File: config.mk
export PLATFORM = sky130hd
export DESIGN_NAME = cdt_timer
export DESIGN_NICKNAME = d
export VERILOG_FILES = /design/src/rtl/cdt_pkg.sv /design/src/rtl/cdt_regs.sv /design/src/rtl/cdt_core.sv /design/src/rtl/cdt_irq.sv /design/src/rtl/cdt_timer.sv
export SDC_FILE = /design/constraint.sdc
export NUM_CORES = 1
export LEC_CHECK = 0
export BUFFER_PORTS_ARGS = -buffer_cell sky130_fd_sc_hd__buf_2
export CAP_MARGIN = 0
export CORE_ASPECT_RATIO = 0.7
export CORE_MARGIN = 2
export CORE_UTILIZATION = 45
export DETAILED_ROUTE_END_ITERATION = 12
export GPL_ROUTABILITY_DRIVEN = 0
export PLACE_DENSITY = 0.69
export SKIP_CTS_REPAIR_TIMING = 1
export SLEW_MARGIN = 10
export SYNTH_ARGS = -nofsm -noshare
export SYNTH_HDL_FRONTEND = slang
export SYNTH_SLANG_ARGS = --single-unit
export TNS_END_PERCENT = 10
File: constraint.sdc
create_clock -name clk -period 1.9 [get_ports clk]
set_input_delay 0.095 -clock clk [delete_from_list [all_inputs] [get_ports clk]]
set_output_delay 0.095 -clock clk [all_outputs]
set_load 0.02 [all_outputs]
File: src/rtl/cdt_pkg.sv
package cdt_pkg;

    typedef enum logic [0:0] {
        ST_ARMED = 1'b0,
        ST_COUNT = 1'b1
    } cdt_state_e;

    localparam int ADDR_W = 2;

    localparam logic [ADDR_W-1:0] A_VALUE = 2'd0;
    localparam logic [ADDR_W-1:0] A_CTRL  = 2'd1;
    localparam logic [ADDR_W-1:0] A_ACK   = 2'd2;

    localparam int CTRL_RATE_BIT = 0;
    localparam int CTRL_MODE_BIT = 1;

endpackage

File: src/rtl/cdt_regs.sv
module cdt_regs
    import cdt_pkg::*;
#(
    parameter int CNT_W = 16
) (
    input  logic              clk,
    input  logic              rst_n,
    input  logic              bus_we,
    input  logic [ADDR_W-1:0] bus_addr,
    input  logic [CNT_W-1:0]  bus_wdata,
    input  logic [CNT_W-1:0]  count_i,
    output logic              rate_o,
    output logic              mode_o,
    output logic              load_o,
    output logic              ack_o,
    output logic [CNT_W-1:0]  bus_rdata
);

    logic rate_q;
    logic mode_q;
    logic ctrl_wr;

    assign ctrl_wr = bus_we && (bus_addr == A_CTRL);
    assign load_o  = bus_we && (bus_addr == A_VALUE);
    assign ack_o   = bus_we && (bus_addr == A_ACK);

    always_ff @(posedge clk or negedge rst_n) begin
        if (!rst_n) begin
            rate_q <= 1'b0;
            mode_q <= 1'b0;
        end else if (ctrl_wr) begin
            rate_q <= bus_wdata[CTRL_RATE_BIT];
            mode_q <= bus_wdata[CTRL_MODE_BIT];
        end
    end

    assign rate_o = rate_q;
    assign mode_o = mode_q;

    always_comb begin
        bus_rdata = '0;
        case (bus_addr)
            A_VALUE: bus_rdata = count_i;
            A_CTRL: begin
                bus_rdata[CTRL_RATE_BIT] = rate_q;
                bus_rdata[CTRL_MODE_BIT] = mode_q;
            end
            default: bus_rdata = '0;
        endcase
    end

    AST_CTRL_STORE: assert property (@(posedge clk) disable iff (!rst_n)
        ctrl_wr |=> (rate_q == $past(bus_wdata[CTRL_RATE_BIT]) &&
                     mode_q == $past(bus_wdata[CTRL_MODE_BIT])));

    AST_CTRL_KEEP: assert property (@(posedge clk) disable iff (!rst_n)
        !ctrl_wr |=> ($stable(rate_q) && $stable(mode_q)));

endmodule

File: src/rtl/cdt_core.sv
module cdt_core
    import cdt_pkg::*;
#(
    parameter int CNT_W = 16
) (
    input  logic             clk,
    input  logic             rst_n,
    input  logic             slow_tick,
    input  logic             fast_tick,
    input  logic             rate_i,
    input  logic             mode_i,
    input  logic             load_i,
    input  logic [CNT_W-1:0] load_val_i,
    output logic [CNT_W-1:0] count_o,
    output logic             uf_o
);

    localparam logic [CNT_W-1:0] CNT_ONES = {CNT_W{1'b1}};
    localparam logic [CNT_W-1:0] CNT_ONE  = CNT_W'(1);

    cdt_state_e       state_q, state_d;
    logic [CNT_W-1:0] count_q, count_d;
    logic [CNT_W-1:0] reload_q;
    logic             tick;
    logic             at_zero;

    assign tick    = rate_i ? fast_tick : slow_tick;
    assign at_zero = (count_q == '0);

    // State register process
    always_ff @(posedge clk or negedge rst_n) begin
        if (!rst_n) begin
            state_q  <= ST_COUNT;
            count_q  <= CNT_ONES;
            reload_q <= CNT_ONES;
        end else begin
            state_q <= state_d;
            count_q <= count_d;
            if (load_i) begin
                reload_q <= load_val_i;
            end
        end
    end

    // Next-state process: LOAD, FIRST_STROBE, STEP, UNDERFLOW
    always_comb begin
        state_d = state_q;
        count_d = count_q;
        unique case (state_q)
            ST_ARMED: begin
                if (load_i) begin
                    count_d = load_val_i;
                end else if (tick) begin
                    state_d = ST_COUNT;
                end
            end
            ST_COUNT: begin
                if (load_i) begin
                    state_d = ST_ARMED;
                    count_d = load_val_i;
                end else if (tick) begin
                    if (at_zero) begin
                        count_d = mode_i ? reload_q : CNT_ONES;
                    end else begin
                        count_d = count_q - CNT_ONE;
                    end
                end
            end
            default: begin
                state_d = ST_COUNT;
            end
        endcase
    end

    // Output process
    always_comb begin
        uf_o    = (state_q == ST_COUNT) && !load_i && tick && at_zero;
        count_o = count_q;
    end

    AST_ARMED_HOLD: assert property (@(posedge clk) disable iff (!rst_n)
        (state_q == ST_ARMED && !load_i) |=> (count_q == $past(count_q)));

    AST_ONE_STEP: assert property (@(posedge clk) disable iff (!rst_n)
        (state_q == ST_COUNT && !load_i && tick && !at_zero)
        |=> (count_q == $past(count_q) - CNT_ONE));

    AST_IDLE_KEEP: assert property (@(posedge clk) disable iff (!rst_n)
        (!load_i && !tick) |=> $stable(count_q));

    AST_FREE_WRAP: assert property (@(posedge clk) disable iff (!rst_n)
        (state_q == ST_COUNT && !load_i && tick && at_zero && !mode_i)
        |=> (count_q == CNT_ONES));

    AST_RELOAD_ZERO: assert property (@(posedge clk) disable iff (!rst_n)
        (state_q == ST_COUNT && !load_i && tick && at_zero && mode_i)
        |=> (count_q == reload_q));

    AST_LOAD_WINS: assert property (@(posedge clk) disable iff (!rst_n)
        load_i |=> (count_q == $past(load_val_i) && state_q == ST_ARMED));

endmodule

File: src/rtl/cdt_irq.sv
module cdt_irq (
    input  logic clk,
    input  logic rst_n,
    input  logic uf_i,
    input  logic ack_i,
    input  logic en_i,
    output logic irq_o
);

    logic status_q;

    always_ff @(posedge clk or negedge rst_n) begin
        if (!rst_n) begin
            status_q <= 1'b0;
        end else if (uf_i) begin
            status_q <= 1'b1;
        end else if (ack_i) begin
            status_q <= 1'b0;
        end
    end

    assign irq_o = status_q & en_i;

    AST_UF_LATCH: assert property (@(posedge clk) disable iff (!rst_n)
        uf_i |=> status_q);

    AST_ACK_CLEAR: assert property (@(posedge clk) disable iff (!rst_n)
        (ack_i && !uf_i) |=> !status_q);

    AST_STATUS_HOLD: assert property (@(posedge clk) disable iff (!rst_n)
        (!uf_i && !ack_i) |=> $stable(status_q));

endmodule

File: src/rtl/cdt_timer.sv
module cdt_timer
    import cdt_pkg::*;
#(
    parameter int CNT_W = 16
) (
    input  logic              clk,
    input  logic              rst_n,
    input  logic              slow_tick,
    input  logic              fast_tick,
    input  logic              bus_we,
    input  logic [ADDR_W-1:0] bus_addr,
    input  logic [CNT_W-1:0]  bus_wdata,
    output logic [CNT_W-1:0]  bus_rdata,
    input  logic              irq_en,
    output logic              irq_o
);

    logic             rate;
    logic             mode;
    logic             load;
    logic             ack;
    logic             uf;
    logic [CNT_W-1:0] count;

    cdt_regs #(.CNT_W(CNT_W)) regs_i (
        .clk       (clk),
        .rst_n     (rst_n),
        .bus_we    (bus_we),
        .bus_addr  (bus_addr),
        .bus_wdata (bus_wdata),
        .count_i   (count),
        .rate_o    (rate),
        .mode_o    (mode),
        .load_o    (load),
        .ack_o     (ack),
        .bus_rdata (bus_rdata)
    );

    cdt_core #(.CNT_W(CNT_W)) core_i (
        .clk        (clk),
        .rst_n      (rst_n),
        .slow_tick  (slow_tick),
        .fast_tick  (fast_tick),
        .rate_i     (rate),
        .mode_i     (mode),
        .load_i     (load),
        .load_val_i (bus_wdata),
        .count_o    (count),
        .uf_o       (uf)
    );

    cdt_irq irq_i (
        .clk   (clk),
        .rst_n (rst_n),
        .uf_i  (uf),
        .ack_i (ack),
        .en_i  (irq_en),
        .irq_o (irq_o)
    );

endmodule

==> qor.csv, run 1 <==
stage,metric,value,unit
run_status,status,"finished, violations left",
run_status,violations,hold timing,
cts,clockBufferDepth,2,
cts,clock_sinks,36,
logic_synthesis,synthCells,238,
logic_synthesis,syn_avg_cell_area,9.342,um^2
flow_run,cap_violations,0,
global_routing,grt_max_degree,25,
logic_synthesis,async_flop_share,100.0,%
cts,cts_tree,done,
route,vias,1920,
logic_synthesis,synth_common_cells,"nand2_1, dfstp_2, and2_1, nor2_1, o21ai_0",
logic_synthesis,synth_edf_count,0,
sta,hold_viol_final,1,
layout,nNetsFinal,321,
route,vias_per_cell,5.260,
layout,multiInputGateArea,0.001245,mm^2
route,wirelength,5.578,mm
logic_synthesis,synth.most_common_cell,nand2_1,
sta,finalCritPeriodShare,96.08,%
floorplanning,row_count,21,
route,drt-met1-wl,2.770,mm
critical_path,critPathMaxStageDelay,400,ps
power_and_ir_drop,power_density,1200,mW/mm^2
cts,cts.htree.levels,2,
floorplanning,pin_count,41,
power_and_ir_drop,leakage,1.212,nW
hold_path,holdCritPathClass,primary input to register,
route,top_layer,met4,
route,met3_length,259,um
sta,rsz0062_at_grt,yes,
route,drc,0,
critical_path,r2r-start,core_i.count_o[1],
critical_path,reg2reg_slack,70,ps
placed_design,port-buffer-count,40,
route,ant_nets,0,
floorplanning,coreArea,0.004756,mm^2
route,dr.pass1.iters,4,
hold_path,holdPathEnd,core_i.reload_q[4],
layout,areaGrowthSynthToFinish,24.31,%
sta,finalCriticalPeriod,1826,ps
logic_synthesis,synth-seq-cells,36,
floorplanning,die_area,0.005528,mm^2
hold_path,worstHoldStart,bus_wdata[4],
sta,tightestPinTransition,549.4,ps
placed_design,dpl_cell_area,0.002600,mm^2
power_and_ir_drop,ir_worst_vdd,0.0004949,V
logic_synthesis,yosys.area.top_type,dfstp_2,
route,drt_iter0_drc,121,
logic_synthesis,syn_area,0.002223,mm^2
cts,cts_made_buffers,5,
global_routing,grt-ovfl-total,0,
floorplanning,die_w,88.02,um
layout,post-route-util,58.12,%
sta,max_slew_margin,63.37,%
critical_path,reg2reg_to,core_i.count_o[1],
critical_path,cp-start-kind,register,
floorplanning,initial_core_util,46.75,%
critical_path,crit_path_max_fanout,11,
cts,insertion_delay,290,ps
global_routing,grt_pass1_wl,9.356,mm
critical_path,path_cells,inv_1 -> ha_1 -> nor4b_4 -> nand4_2 -> buf_6 -> nor3b_2 -> a211oi_1 -> a221o_1,
critical_path,crit_type,register to register,
route,drt-wirelength-per-cell,15.28,um
cts,clk_pin_slew,70,ps
logic_synthesis,synth_cell_types,48,
critical_path,cp_slowest_cell,dfstp_2,
hold_path,hold_depth,3,
sta,fin_skew,5.995,ps
layout,nFillCells,457,
logic_synthesis,ys.flop_type,dfstp_2,
sta,setup_viol,0,
logic_synthesis,synth_warnings,0,
critical_path,cp.required,2120,ps
layout,fin_area,0.002764,mm^2
cts,root_buffer,clkbuf_8,
logic_synthesis,syn_nets,264,
logic_synthesis,seq_area_frac_synth,42.37,%
sta,drv_slew,0,
sta,hold_ws,-5.322,ps
global_routing,grt_pass1_vias,1925,
logic_synthesis,synth_area_leaders,"dfstp_2, nand2_1, and2_1",
global_routing,grt_util_all_layers,22.14,%
sta,clock.fmax,547.8,MHz
critical_path,r2r_cells,8,
layout,diodes,0,
critical_path,cp-end-kind,register,
logic_synthesis,synth_top_area_share,39.00,%
global_routing,antenna_found_initial,0,
placed_design,dp_hpwl,4.051,mm
route,wl_met2,2.479,mm
critical_path,worstPathArrival,2050,ps
layout,regArea,942.2,um^2
floorplanning,die_h,62.81,um
layout,drive_gt1_share,41.22,%
==> cell families (layout without fill, tap and decap cells) <==
| logic type | Yosys count | after routing | share of synthesized area (%) |
|---|---|---|---|
| xor+xnor | 13 | 13 | 5.121 |
| fa+ha+maj | 2 | 2 | 1.125 |
| mux | 5 | 5 | 2.420 |
| flops | 36 | 36 | 42.37 |
| simple gates | 132 | 132 | 33.65 |
| compound gates | 38 | 38 | 12.61 |
| buf+inv | 12 | 70 | 2.701 |
==> cell type report <==
class | instances | area share [%]
sequential | 36 | 34.09
multi-input combinational | 190 | 45.04
clock buffer | 7 | 3.486
clock inverter | 1 | 1.086
timing repair buffer | 60 | 12.90
tap | 69 | 3.124
inverter | 2 | 0.2716
==> metal layers <==
| metal | track usage, % | vias to the layer above |
|---|---|---|
| met5 | 0 | - |
| met4 | 7.386 | 0 |
| met3 | 4.359 | 7 |
| met2 | 33.14 | 50 |
| met1 | 31.95 | 919 |
| li1 | - | 944 |
==> worst max-delay path by stage <==
stage,from,to,cells after the start
after floorplan,core_i.count_o[0],core_i.count_o[3],8
after global placement,core_i.count_o[0],core_i.count_o[9],6
after detailed placement,core_i.count_o[1],core_i.count_o[1],8
after CTS,core_i.count_o[1],core_i.count_o[1],8
after global routing,core_i.count_o[1],core_i.count_o[4],8
final,core_i.count_o[1],core_i.count_o[1],8
==> where the power goes <==
part	leakage (nW)	internal [mW]	total (mW)	switching (mW)
Clock	0.0645	0.463	0.739	0.276
Sequential	0.384	1.12	1.45	0.332
Combinational	0.764	0.551	1.13	0.575
==> through the flow <==
stage / hold WS, ps / setup TNS [ps] / worst slack (ps) / std cells / total power [mW]
after global placement: 55.64 / 0 / 71.62 / 356 / 2.502
after detailed placement: 53.00 / -29.90 / -24.55 / 356 / 2.538
after global routing: 5.050 / -78.63 / -28.49 / 365 / 3.546
final: -5.322 / 0 / 74.42 / 365 / 3.318
after CTS: -258.8 / -50.91 / -32.09 / 364 / 3.294
after floorplan: -200.6 / 0 / 163.3 / 238 / 2.148
==> state kept, by name (all words and copies together), names as in the netlist <==
register,cells
core_i.count_o,16
core_i.reload_q,16
core_i.state_q,1
irq_i.status_q,1
regs_i.mode_o,1
regs_i.rate_o,1
==> critical path: cells and delay by family (launching register included) <==
kind                       cells  cell delay (ps)
and+or+nand+nor                3              600
AOI/OAI and AO/OA              2              330
buffers and inverters          2              270
adders and majority gates      1              150
DFF                            1              400
==> cell usage in the layout, fill, tap and decap left out, drive strengths merged, types with 6 or more instances in the layout <==
| cell type | netlist | routed |
|---|---|---|
| buf | 5 | 59 |
| nand2 | 58 | 58 |
| dfstp | 33 | 33 |
| and2 | 24 | 24 |
| nor2 | 13 | 13 |
| o21ai | 12 | 12 |
| xor2 | 9 | 9 |
| nor2b | 7 | 7 |
| clkbuf | 5 | 7 |
| a221oi | 7 | 7 |
| nor3 | 6 | 6 |
(Power assumes the default switching activity.)
==> inputs of run 2 (changes only) <==
- SYNTH_HIERARCHICAL: unset -> 1
==> run 2 against run 1 <==
  * The run now ends clean
  * Flip-flop and latch count unchanged
  * Synthesized cell count increased by 2.5%
  * Die area up 5.1%
  * Worst setup slack got worse by 34 ps
  * Largest power group unchanged
  * Highest routed layer unchanged
==> qor.csv, run 2 <==
stage,metric,value,unit,change
power_and_ir_drop,leakage,1.221,nW,+0.70%
critical_path,cp-end-kind,register,,
route,drt_iter0_drc,176,,+45%
layout,drive_gt1_share,46.86,%,+5.6 points
sta,hold_ws,32.75,ps,+38.07 ps
floorplanning,pin_count,41,,unchanged
critical_path,crit_type,register to register,,
critical_path,crit_path_start,core_i/count_o[0],,
global_routing,antenna_found_initial,0,,unchanged
floorplanning,row_count,21,,unchanged
global_routing,grt-ovfl-total,0,,unchanged
cts,clockBufferDepth,2,,unchanged
placed_design,port-buffer-count,40,,unchanged
critical_path,r2r-start,core_i/count_o[0],,
logic_synthesis,synth_warnings,6,,+6
sta,clock.fmax,537.7,MHz,-1.8%
route,vias_per_cell,5.685,,+8.1%
route,wirelength,6.196,mm,+11%
cts,cts_tree,done,,
hold_path,holdCritPathClass,primary input to register,,
layout,diodes,0,,unchanged
logic_synthesis,synth_top_area_share,37.00,%,-2.0 points
layout,layout_commonest_cell,buf_2,,
logic_synthesis,syn_area,0.002343,mm^2,+5.4%
global_routing,grt_util_all_layers,22.79,%,+0.65 points
sta,hold_viol_final,0,,-1
route,vias,2115,,+10%
layout,nFillCells,480,,+5.0%
floorplanning,die_w,90.26,um,+2.5%
sta,finalCriticalPeriod,1860,ps,+34.30 ps
logic_synthesis,synthCells,244,,+2.5%
logic_synthesis,syn_avg_cell_area,9.605,um^2,+2.8%
critical_path,reg2reg_slack,40,ps,-30 ps
critical_path,cp-start-kind,register,,
flow_run,cap_violations,0,,unchanged
sta,max_slew_margin,46.70,%,-17 points
run_status,status,"finished, final reports clean",,
logic_synthesis,synth_common_cells,"dfstp_2, o21ai_0, nand2_1, and2_2, inv_1",,
cts,root_buffer,clkbuf_8,,
logic_synthesis,seq_area_frac_synth,40.20,%,-2.2 points
sta,fin_skew,7.205,ps,+1.210 ps
hold_path,worstHoldStart,bus_wdata[2],,
critical_path,worstPathArrival,2080,ps,+30 ps
cts,cts.htree.levels,2,,unchanged
logic_synthesis,ys.flop_type,dfstp_2,,
global_routing,grt_pass1_wl,10.38,mm,+11%
global_routing,grt_pass1_vias,2025,,+5.2%
critical_path,path_buf_inv,1,,-1
sta,rsz0062_at_grt,yes,,
route,dr.pass1.iters,4,,unchanged
logic_synthesis,syn_nets,270,,+2.3%
floorplanning,initial_core_util,47.95,%,+1.2 points
logic_synthesis,synth.most_common_cell,dfstp_2,,
layout,regArea,942.2,um^2,unchanged
layout,mostFrequentLayoutCells,"buf_2, dfstp_2, buf_4, o21ai_0, nand2_1",,
floorplanning,die_h,64.38,um,+2.5%
placed_design,place_inst,362,,+1.7%
sta,tightestPinTransition,799.5,ps,+250.1 ps
hold_path,hold_depth,3,,unchanged
sta,setup_viol,0,,unchanged
cts,clk_pin_slew,70,ps,about the same
floorplanning,coreArea,0.004887,mm^2,+2.8%
power_and_ir_drop,ir_worst_vdd,0.0004975,V,+0.54%
critical_path,cp.required,2120,ps,about the same
logic_synthesis,synth-seq-cells,36,,unchanged
hold_path,holdPathEnd,core_i/count_o[2],,
layout,post-route-util,59.11,%,+1.0 points
sta,drv_slew,0,,unchanged
logic_synthesis,yosys.area.top_type,dfstp_2,,
logic_synthesis,synth_area_leaders,"dfstp_2, and2_2, mux2_2",,
layout,areaGrowthSynthToFinish,23.28,%,
critical_path,path_delay_family,simple AND/OR/NAND/NOR gates,,
layout,nNetsFinal,328,,+2.2%
floorplanning,die_area,0.005810,mm^2,+5.1%
cts,cts_made_buffers,5,,unchanged
critical_path,crit_path_max_fanout,8,,-3
critical_path,cp_slowest_cell,dfstp_2,,
layout,multiInputGateArea,0.001299,mm^2,+4.3%
sta,finalCritPeriodShare,97.89,%,+1.8 points
route,drc,0,,unchanged
logic_synthesis,async_flop_share,100.0,%,unchanged
route,drt-wirelength-per-cell,16.66,um,+9.0%
global_routing,grt_max_degree,37,,+48%
logic_synthesis,synth_cell_types,58,,+21%
critical_path,reg2reg_to,core_i/count_o[1],,
critical_path,r2r_cells,6,,-2
placed_design,dp_hpwl,4.588,mm,+13%
critical_path,critPathMaxStageDelay,370,ps,-30 ps
critical_path,path_cells,inv_1 -> ha_1 -> nor4b_4 -> and4_4 -> mux2_1 -> a22oi_2,,
power_and_ir_drop,power_density,1079,mW/mm^2,-10%
cts,insertion_delay,290,ps,about the same
cts,clock_sinks,36,,unchanged
layout,fin_cells,372,,+1.9%
route,ant_nets,0,,unchanged
logic_synthesis,synth_edf_count,0,,unchanged
[run 2: cell types whose count changed after synthesis, sizes merged, moves of 5 or more]
cell,change
mux2,+8
a22oi,+7
a21oi,+8
nand2,-42
xor2,-6
a221o,-5
a221oi,-7
and2,-5
o31ai,+8
inv,+12
o21ai,+5
[run 2: final cells by class]
| type | instances | share of cell area (%) |
|---|---|---|
| clock buffer | 7 | 3.335 |
| clock inverter | 1 | 1.039 |
| inverter | 14 | 1.819 |
| tap | 69 | 2.988 |
| sequential | 36 | 32.61 |
| multi-input combinational | 181 | 44.95 |
| timing repair buffer | 64 | 13.25 |
[run 2: how the worst max path moves through the flow]
| stage | end | slack (ps) | cells after the start |
|---|---|---|---|
| 4_1_cts | core_i/count_o[1] | -80 | 6 |
| 2_1_floorplan | core_i/count_o[1] | 70 | 7 |
| 5_1_grt | core_i/count_o[1] | -70 | 6 |
| 6_report | core_i/count_o[1] | 40 | 6 |
| 3_3_place_gp | core_i/count_o[1] | 40 | 6 |
| 3_5_place_dp | core_i/count_o[1] | -70 | 6 |
[run 2: routing by layer]
layer / share of wire (%) / vias to the layer above / GRT usage, %
met5: 0 / - / 0
met4: 0.55 / 0 / 6.154
met3: 8.3 / 4 / 5.896
met2: 40 / 83 / 31.48
met1: 51 / 1018 / 34.79
li1: - / 1010 / -
[run 2: report_power, final]
| part | switching (mW) | internal [mW] |
|---|---|---|
| clock network | 0.275 | 0.463 |
| logic | 0.537 | 0.460 |
| registers | 0.285 | 1.10 |
| total | 1.10 | 2.02 |
[run 2: stage by stage]
| step | TNS, ps | cell area [um^2] | worst slack (ps) | total power [mW] |
|---|---|---|---|---|
| after global placement | 0 | 2728 | 36.06 | 2.339 |
| after global routing | -214.7 | 2889 | -66.76 | 3.318 |
| after detailed placement | -112.6 | 2728 | -71.57 | 2.360 |
| final | 0 | 2889 | 40.12 | 3.119 |
| after CTS | -271.3 | 2854 | -84.15 | 3.115 |
| after floorplan | 0 | 2344 | 70.50 | 1.986 |
[run 2: worst reg2reg max path, stage by stage, from the launching register on]
cell,delay [ps]
dfstp_2,370
inv_1,80
ha_1,150
nor4b_4,310
and4_4,350
mux2_1,350
a22oi_2,180
[run 2: logic make-up after synthesis]
kind of cell	count (synthesis)	share of synthesized area [%]
adders and majority gates	2	1.068
xor gates and xnor gates	4	1.495
and+or+nand+nor	91	24.77
muxes	17	7.849
DFF	36	40.20
AOI/OAI and AO/OA	67	19.49
buffers and inverters	27	5.125
